<file path="src/rtl/i2cm_pkg.sv">
package i2cm_pkg;
  typedef enum logic [2:0] {ST_IDLE, ST_HOLD, ST_START, ST_BIT, ST_STOP} st_e;
  typedef enum logic [1:0] {MD_TX, MD_RX, MD_ACK} md_e;
  localparam int unsigned CMD_N   = 5;
  localparam int unsigned C_START = 0;
  localparam int unsigned C_TX    = 1;
  localparam int unsigned C_RX    = 2;
  localparam int unsigned C_ACK   = 3;
  localparam int unsigned C_STOP  = 4;
endpackage

</file>
<file path="src/rtl/i2cm_timer.sv">
module i2cm_timer #(
  parameter int unsigned DIV_W = 8
) (
  input  logic             clk_i,
  input  logic             rst_ni,
  input  logic             run_i,
  input  logic             wait_high_i,
  input  logic             scl_i,
  input  logic [DIV_W-1:0] div_i,
  output logic             tick_o
);
  logic [DIV_W-1:0] cnt_q;
  logic             adv;

  // high halves only count while the line is really high
  assign adv    = run_i & (~wait_high_i | scl_i);
  assign tick_o = adv & (cnt_q == div_i);

  always_ff @(posedge clk_i or negedge rst_ni) begin
    if (!rst_ni)      cnt_q <= '0;
    else if (!run_i)  cnt_q <= '0;
    else if (tick_o)  cnt_q <= '0;
    else if (adv)     cnt_q <= cnt_q + 1'b1;
  end
endmodule

</file>
<file path="src/rtl/i2cm_shifter.sv">
module i2cm_shifter #(
  parameter int unsigned DW = 8
) (
  input  logic          clk_i,
  input  logic          rst_ni,
  input  logic          load_i,
  input  logic [DW-1:0] load_data_i,
  input  logic          shift_i,
  input  logic          in_bit_i,
  output logic [DW-1:0] q_o
);
  always_ff @(posedge clk_i or negedge rst_ni) begin
    if (!rst_ni)      q_o <= '0;
    else if (load_i)  q_o <= load_data_i;
    else if (shift_i) q_o <= {q_o[DW-2:0], in_bit_i};
  end
endmodule

</file>
<file path="src/rtl/i2c_cmd_master.sv">
module i2c_cmd_master
  import i2cm_pkg::*;
#(
  parameter int unsigned DW    = 8,
  parameter int unsigned DIV_W = 8
) (
  input  logic             clk_i,
  input  logic             rst_ni,
  input  logic [DIV_W-1:0] div_i,
  input  logic             start_i,
  input  logic             wr_i,
  input  logic [DW-1:0]    wdata_i,
  input  logic             rcv_i,
  input  logic             ack_i,
  input  logic             ack_val_i,
  input  logic             stop_i,
  input  logic             rd_i,
  input  logic             clr_i,
  input  logic             scl_i,
  input  logic             sda_i,
  output logic             scl_oe_o,
  output logic             sda_oe_o,
  output logic [DW-1:0]    rdata_o,
  output logic             irq_o,
  output logic             buf_full_o,
  output logic             ovf_o,
  output logic             stop_seen_o,
  output logic             wcol_o,
  output logic             nack_o,
  output logic [CMD_N-1:0] active_o
);
  localparam int unsigned     BC_W    = $clog2(DW + 2);
  localparam logic [BC_W-1:0] LAST_TX = BC_W'(DW);
  localparam logic [BC_W-1:0] LAST_RX = BC_W'(DW - 1);

  st_e             st_q;
  md_e             mode_q;
  logic [1:0]      step_q;
  logic [BC_W-1:0] bit_q;
  logic            ack_val_q;
  logic            sda_hold_q;

  logic [CMD_N-1:0] req;
  logic             multi, accept, wcol_set;
  logic             tick, run, wait_high, last_step, done, shift_en;
  logic             bit_low;
  logic [BC_W-1:0]  last_idx;
  logic [DW-1:0]    sh_q, rx_byte;
  logic             done_rx, done_tx, done_stop;

  assign req      = {stop_i, ack_i, rcv_i, wr_i, start_i};
  assign multi    = |(req & (req - CMD_N'(1)));
  assign accept   = (|req) & ~multi &
                    (req[C_START] ? (st_q == ST_IDLE) : (st_q == ST_HOLD));
  assign wcol_set = (|req) & ~accept;

  assign run       = (st_q == ST_START) | (st_q == ST_BIT) | (st_q == ST_STOP);
  assign wait_high = ((st_q == ST_BIT) | (st_q == ST_STOP)) & (step_q == 2'd1);
  assign shift_en  = tick & (st_q == ST_BIT) & (step_q == 2'd1);
  assign rx_byte   = {sh_q[DW-2:0], sda_i};

  i2cm_timer #(.DIV_W(DIV_W)) u_timer (
    .clk_i(clk_i), .rst_ni(rst_ni), .run_i(run), .wait_high_i(wait_high),
    .scl_i(scl_i), .div_i(div_i), .tick_o(tick)
  );

  i2cm_shifter #(.DW(DW)) u_shift (
    .clk_i(clk_i), .rst_ni(rst_ni), .load_i(accept & req[C_TX]),
    .load_data_i(wdata_i), .shift_i(shift_en), .in_bit_i(sda_i), .q_o(sh_q)
  );

  always_comb begin
    case (mode_q)
      MD_TX:   begin bit_low = (bit_q < LAST_TX) ? ~sh_q[DW-1] : 1'b0; last_idx = LAST_TX; end
      MD_RX:   begin bit_low = 1'b0;        last_idx = LAST_RX; end
      default: begin bit_low = ~ack_val_q;  last_idx = '0;      end
    endcase
  end

  always_comb begin
    scl_oe_o  = 1'b0;
    sda_oe_o  = 1'b0;
    last_step = 1'b0;
    case (st_q)
      ST_HOLD:  begin scl_oe_o = 1'b1; sda_oe_o = sda_hold_q; end
      ST_START: begin
        scl_oe_o  = (step_q == 2'd1);
        sda_oe_o  = 1'b1;
        last_step = (step_q == 2'd1);
      end
      ST_BIT: begin
        scl_oe_o  = (step_q == 2'd0);
        sda_oe_o  = bit_low;
        last_step = (step_q == 2'd1) & (bit_q == last_idx);
      end
      ST_STOP: begin
        scl_oe_o  = (step_q == 2'd0);
        sda_oe_o  = (step_q != 2'd2);
        last_step = (step_q == 2'd2);
      end
      default: ;
    endcase
  end

  assign done      = tick & last_step;
  assign done_rx   = done & (st_q == ST_BIT) & (mode_q == MD_RX);
  assign done_tx   = done & (st_q == ST_BIT) & (mode_q == MD_TX);
  assign done_stop = done & (st_q == ST_STOP);

  always_ff @(posedge clk_i or negedge rst_ni) begin
    if (!rst_ni) begin
      st_q       <= ST_IDLE;
      mode_q     <= MD_TX;
      step_q     <= '0;
      bit_q      <= '0;
      ack_val_q  <= 1'b0;
      sda_hold_q <= 1'b0;
      active_o   <= '0;
    end else if (accept) begin
      active_o <= req;
      step_q   <= '0;
      bit_q    <= '0;
      if (req[C_START])     st_q <= ST_START;
      else if (req[C_STOP]) st_q <= ST_STOP;
      else begin
        st_q <= ST_BIT;
        if (req[C_TX])      mode_q <= MD_TX;
        else if (req[C_RX]) mode_q <= MD_RX;
        else begin
          mode_q    <= MD_ACK;
          ack_val_q <= ack_val_i;
        end
      end
    end else if (done) begin
      active_o   <= '0;
      step_q     <= '0;
      st_q       <= (st_q == ST_STOP) ? ST_IDLE : ST_HOLD;
      sda_hold_q <= sda_oe_o;
    end else if (tick) begin
      if (st_q == ST_BIT && step_q == 2'd1) begin
        step_q <= 2'd0;
        bit_q  <= bit_q + 1'b1;
      end else begin
        step_q <= step_q + 1'b1;
      end
    end
  end

  always_ff @(posedge clk_i or negedge rst_ni) begin
    if (!rst_ni) begin
      irq_o       <= 1'b0;
      ovf_o       <= 1'b0;
      wcol_o      <= 1'b0;
      stop_seen_o <= 1'b0;
      buf_full_o  <= 1'b0;
      nack_o      <= 1'b0;
      rdata_o     <= '0;
    end else begin
      if (done)           irq_o <= 1'b1;
      else if (clr_i)     irq_o <= 1'b0;
      if (done_rx && buf_full_o) ovf_o <= 1'b1;
      else if (clr_i)     ovf_o <= 1'b0;
      if (wcol_set)       wcol_o <= 1'b1;
      else if (clr_i)     wcol_o <= 1'b0;
      if (done_stop)      stop_seen_o <= 1'b1;
      else if (clr_i)     stop_seen_o <= 1'b0;
      if (done_rx)        buf_full_o <= 1'b1;
      else if (rd_i)      buf_full_o <= 1'b0;
      if (done_rx && !buf_full_o) rdata_o <= rx_byte;
      if (done_tx)        nack_o <= sda_i;
    end
  end
endmodule

</file>
<file path="config.mk">
export PLATFORM = sky130hd
export DESIGN_NAME = i2c_cmd_master
export DESIGN_NICKNAME = d
export VERILOG_FILES = /design/src/rtl/i2cm_pkg.sv /design/src/rtl/i2cm_timer.sv /design/src/rtl/i2cm_shifter.sv /design/src/rtl/i2c_cmd_master.sv
export SDC_FILE = /design/constraint.sdc
export NUM_CORES = 1
export LEC_CHECK = 0
export BUFFER_PORTS_ARGS = -buffer_cell sky130_fd_sc_hd__buf_2
export CORE_UTILIZATION = 55
export CTS_CLUSTER_SIZE = 28
export DETAILED_ROUTE_END_ITERATION = 8
export MAX_ROUTING_LAYER = met4
export PLACE_DENSITY = 0.79
export SLEW_MARGIN = 30
export SYNTH_ARGS = -nofsm -noshare
export SYNTH_HDL_FRONTEND = slang
export SYNTH_SLANG_ARGS = --single-unit
</file>
<file path="constraint.sdc">
create_clock -name clk_i -period 6.7 [get_ports clk_i]
set_clock_uncertainty 0.1 [all_clocks]
set_input_delay 0.335 -clock clk_i [delete_from_list [all_inputs] [get_ports clk_i]]
set_output_delay 0.335 -clock clk_i [all_outputs]
set_load 0.02 [all_outputs]
</file>
==> flow_summary.json <==
{
  "synth-simple-area-share_pct": 17.71,
  "hold_violations": 0,
  "die_h_microns": 70.76,
  "min_path_type": "in2reg",
  "rr_startpoint": "st_q[0]$_DFFE_PN0P_",
  "cts-resized-gates": 0,
  "synth_area_sq_um": 2600,
  "cts.root.buffer_cell": "clkbuf_8",
  "area_growth_pct": 13.38,
  "htree_levels": 2,
  "ctsLongestPathBuffers": 2,
  "holdPathStages": 2,
  "worst-path-max-fanout": 21,
  "synth_seq_area_share_pct": 46.20,
  "grt.met1_usage_pct": 30.27,
  "fin_util_pct": 66.33,
  "min_from": "rd_i",
  "tritoncts": "built",
  "worstReg2RegEnd": "ack_val_q$_DFFE_PN0P_",
  "die_w_microns": 70.76,
  "clk_latency_ns": 0.31,
  "drive_above_1_share_pct": 26.71,
  "grt_pass1_vias": 2023,
  "synthAdderAreaFrac_pct": 0.9625,
  "syn_avg_cell_area_sq_um": 10.61,
  "grt_use_met3_pct": 4.416,
  "cp-start-kind": "register",
  "clk_pin_slew_ns": 0.09,
  "viasPerCell": 5.968,
  "power_mw": 0.8459,
  "die-area_sq_um": 5006,
  "via_count": 2053,
  "cts_buffers": 5,
  "maxCapViolCount": 0,
  "failed_checks": "DRC",
  "antenna_found_initial": 0,
  "dr.pass1.iters": 6,
  "final_common_cell": "dfrtp_1",
  "cts_num_sinks": 48,
  "synthXorXnorAreaFrac_pct": 3.705,
  "use_met2_pct": 40.49,
  "syn-instance-count": 245,
  "worst_slack_ns": 3.784,
  "grt-busiest-layer": "met2",
  "max_freq_mhz": 343.0,
  "wl_per_cell_microns": 15.82,
  "worstMarginPinSlew_ns": 0.7928,
  "holdPathEnd": "buf_full_o$_DFFE_PN0P_",
  "stdcell_count": 344,
  "drtIter0Drc": 135,
  "std_cell_rows": 24,
  "hpwl_mm": 3.832,
  "ys_async_sr_fraction_pct": 100.0,
  "ys_warn_count": 0,
  "post_cts.repair.setup_buffers": 0,
  "synth_compound_area_share_pct": 17.90,
  "setup-violations-final": 0,
  "ys_seq_elements": 48,
  "max_slew_margin_pct": 47.15,
  "grt_overflow": 0,
  "ant_nets": 0,
  "synthMuxAreaShare_pct": 9.865,
  "port_buffers": 48,
  "p_leak_nw": 1.466,
  "min_period_ns": 2.916,
  "rsz0062_at_grt": "false",
  "syn-num-nets": 275,
  "gp_congestion": 0.8705,
  "grt_max_degree": 49,
  "finalInstanceArea_sq_um": 2948,
  "r2r_slack_ns": 3.78,
  "finalNetCount": 321,
  "rr_worst_depth": 5,
  "start_util_pct": 58.50,
  "critPathArrivalTime_ns": 3.02,
  "placed_area_sq_um": 2850,
  "hold_ws_ns": 0.1166,
  "drv_slew": 0,
  "synth-main-ff-cell": "dfrtp_1",
  "vdd_drop_max_mv": 0.1852,
  "grtUsageTotal_pct": 24.07,
  "cp-end-kind": "register",
  "status": "complete, but fails checks",
  "synth_top_family_by_area": "compound AO/OA/AOI/OAI gates",
  "diodes": 0,
  "finalCritPeriodShare_pct": 43.52,
  "required_ns": 6.80,
  "final_cell_mix": "48 x dfrtp_1, 47 x buf_2, 24 x nand2_1",
  "core_sq_um": 4444,
  "worstSetupPathType": "reg2reg",
  "place_inst": 335,
  "io_pins": 49,
  "synth_edf_count": 0,
  "p_per_area_nw_per_um2": 287.0,
  "yosysUniqueCellTypes": 56,
  "routed_wl_mm": 5.441,
  "grt_first_pass_wirelength_mm": 9.183,
  "tns_ns": 0,
  "place_ws_ns": 3.871,
  "drc": 6
}
==> worst max-delay path, stage by stage (launching register included) <==
cell	delay [ns]
dfrtp_1	0.51
or3b_2	0.50
a211oi_1	0.35
o311a_1	0.77
nand3_1	0.25
mux2_2	0.33
==> per-layer routing <==
layer  wire (microns)  up-vias
met5                0        -
met2             2725       38
met1             2462     1011
met4               58        0
met3              195        6
li1                 -      998
==> logic make-up after synthesis <==
family | Yosys count
and+or+nand+nor | 80
xor gates and xnor gates | 11
adders and majority gates | 2
AOI/OAI and AO/OA | 63
muxes | 21
DFF | 48
buffers and inverters | 20
==> sequential cells by signal, summed over array words and instances, names as in the netlist <==
signal	count
active_o	5
ack_val_q	1
nack_o	1
bit_q	4
mode_q	2
step_q	2
sda_hold_q	1
buf_full_o	1
rdata_o	8
u_shift.q_o	8
irq_o	1
wcol_o	1
st_q	3
ovf_o	1
stop_seen_o	1
u_timer.cnt_q	8
==> Yosys cell counts (all sizes together) (4+ instances only) <==
library cell | number | share of area [%]
xor2 | 10 | 3.4
nand2b | 5 | 1.2
nand2 | 24 | 3.5
a32oi | 5 | 1.7
dfrtp | 48 | 46
o22ai | 4 | 1.2
nor4 | 4 | 2.1
mux2i | 8 | 3.1
inv | 10 | 1.4
o31ai | 5 | 1.4
clkbuf | 4 | 0.58
a211oi | 6 | 1.7
buf | 6 | 1.6
and3 | 4 | 0.96
a21oi | 8 | 1.7
o21ai | 10 | 1.9
nor2 | 11 | 1.6
nand3 | 12 | 2.8
mux2 | 13 | 6.8
a22o | 4 | 1.3
==> report_power, final <==
group          leakage [nW]  switching (mW)  internal [mW]
sequential            0.630          0.0557          0.338
clock                0.0479          0.0976         0.0728
combinational         0.788           0.163          0.119
total                  1.47           0.316          0.530
==> how the worst max path moves through the flow <==
stage | slack [ns] | endpoint | from | depth (start not counted)
after floorplan | 4.41 | rdata_o[0]$_DFFE_PN0P_ | mode_q[1]$_DFFE_PN0P_ | 5
after global placement | 3.95 | ack_val_q$_DFFE_PN0P_ | st_q[0]$_DFFE_PN0P_ | 5
after detailed placement | 3.87 | ack_val_q$_DFFE_PN0P_ | st_q[0]$_DFFE_PN0P_ | 5
after CTS | 3.84 | ack_val_q$_DFFE_PN0P_ | st_q[0]$_DFFE_PN0P_ | 5
after global routing | 3.62 | ack_val_q$_DFFE_PN0P_ | st_q[0]$_DFFE_PN0P_ | 5
final | 3.78 | ack_val_q$_DFFE_PN0P_ | st_q[0]$_DFFE_PN0P_ | 5
==> final cells by class <==
class / instances / area, sq um
Sequential cell: 48 / 1201
Clock inverter: 3 / 18.77
Inverter: 10 / 37.54
Timing Repair Buffer: 49 / 252.7
Multi-Input combinational cell: 177 / 1304
Clock buffer: 5 / 68.82
Tap cell: 52 / 65.06
Fill cell: 368 / 1496
==> repair_timing <==
item	4_1_cts	5_1_grt
setup endpoints to repair	0	0
endpoints found under the hold margin	48	0
hold buffers	1	0
Power figures use the tool's default switching activity.
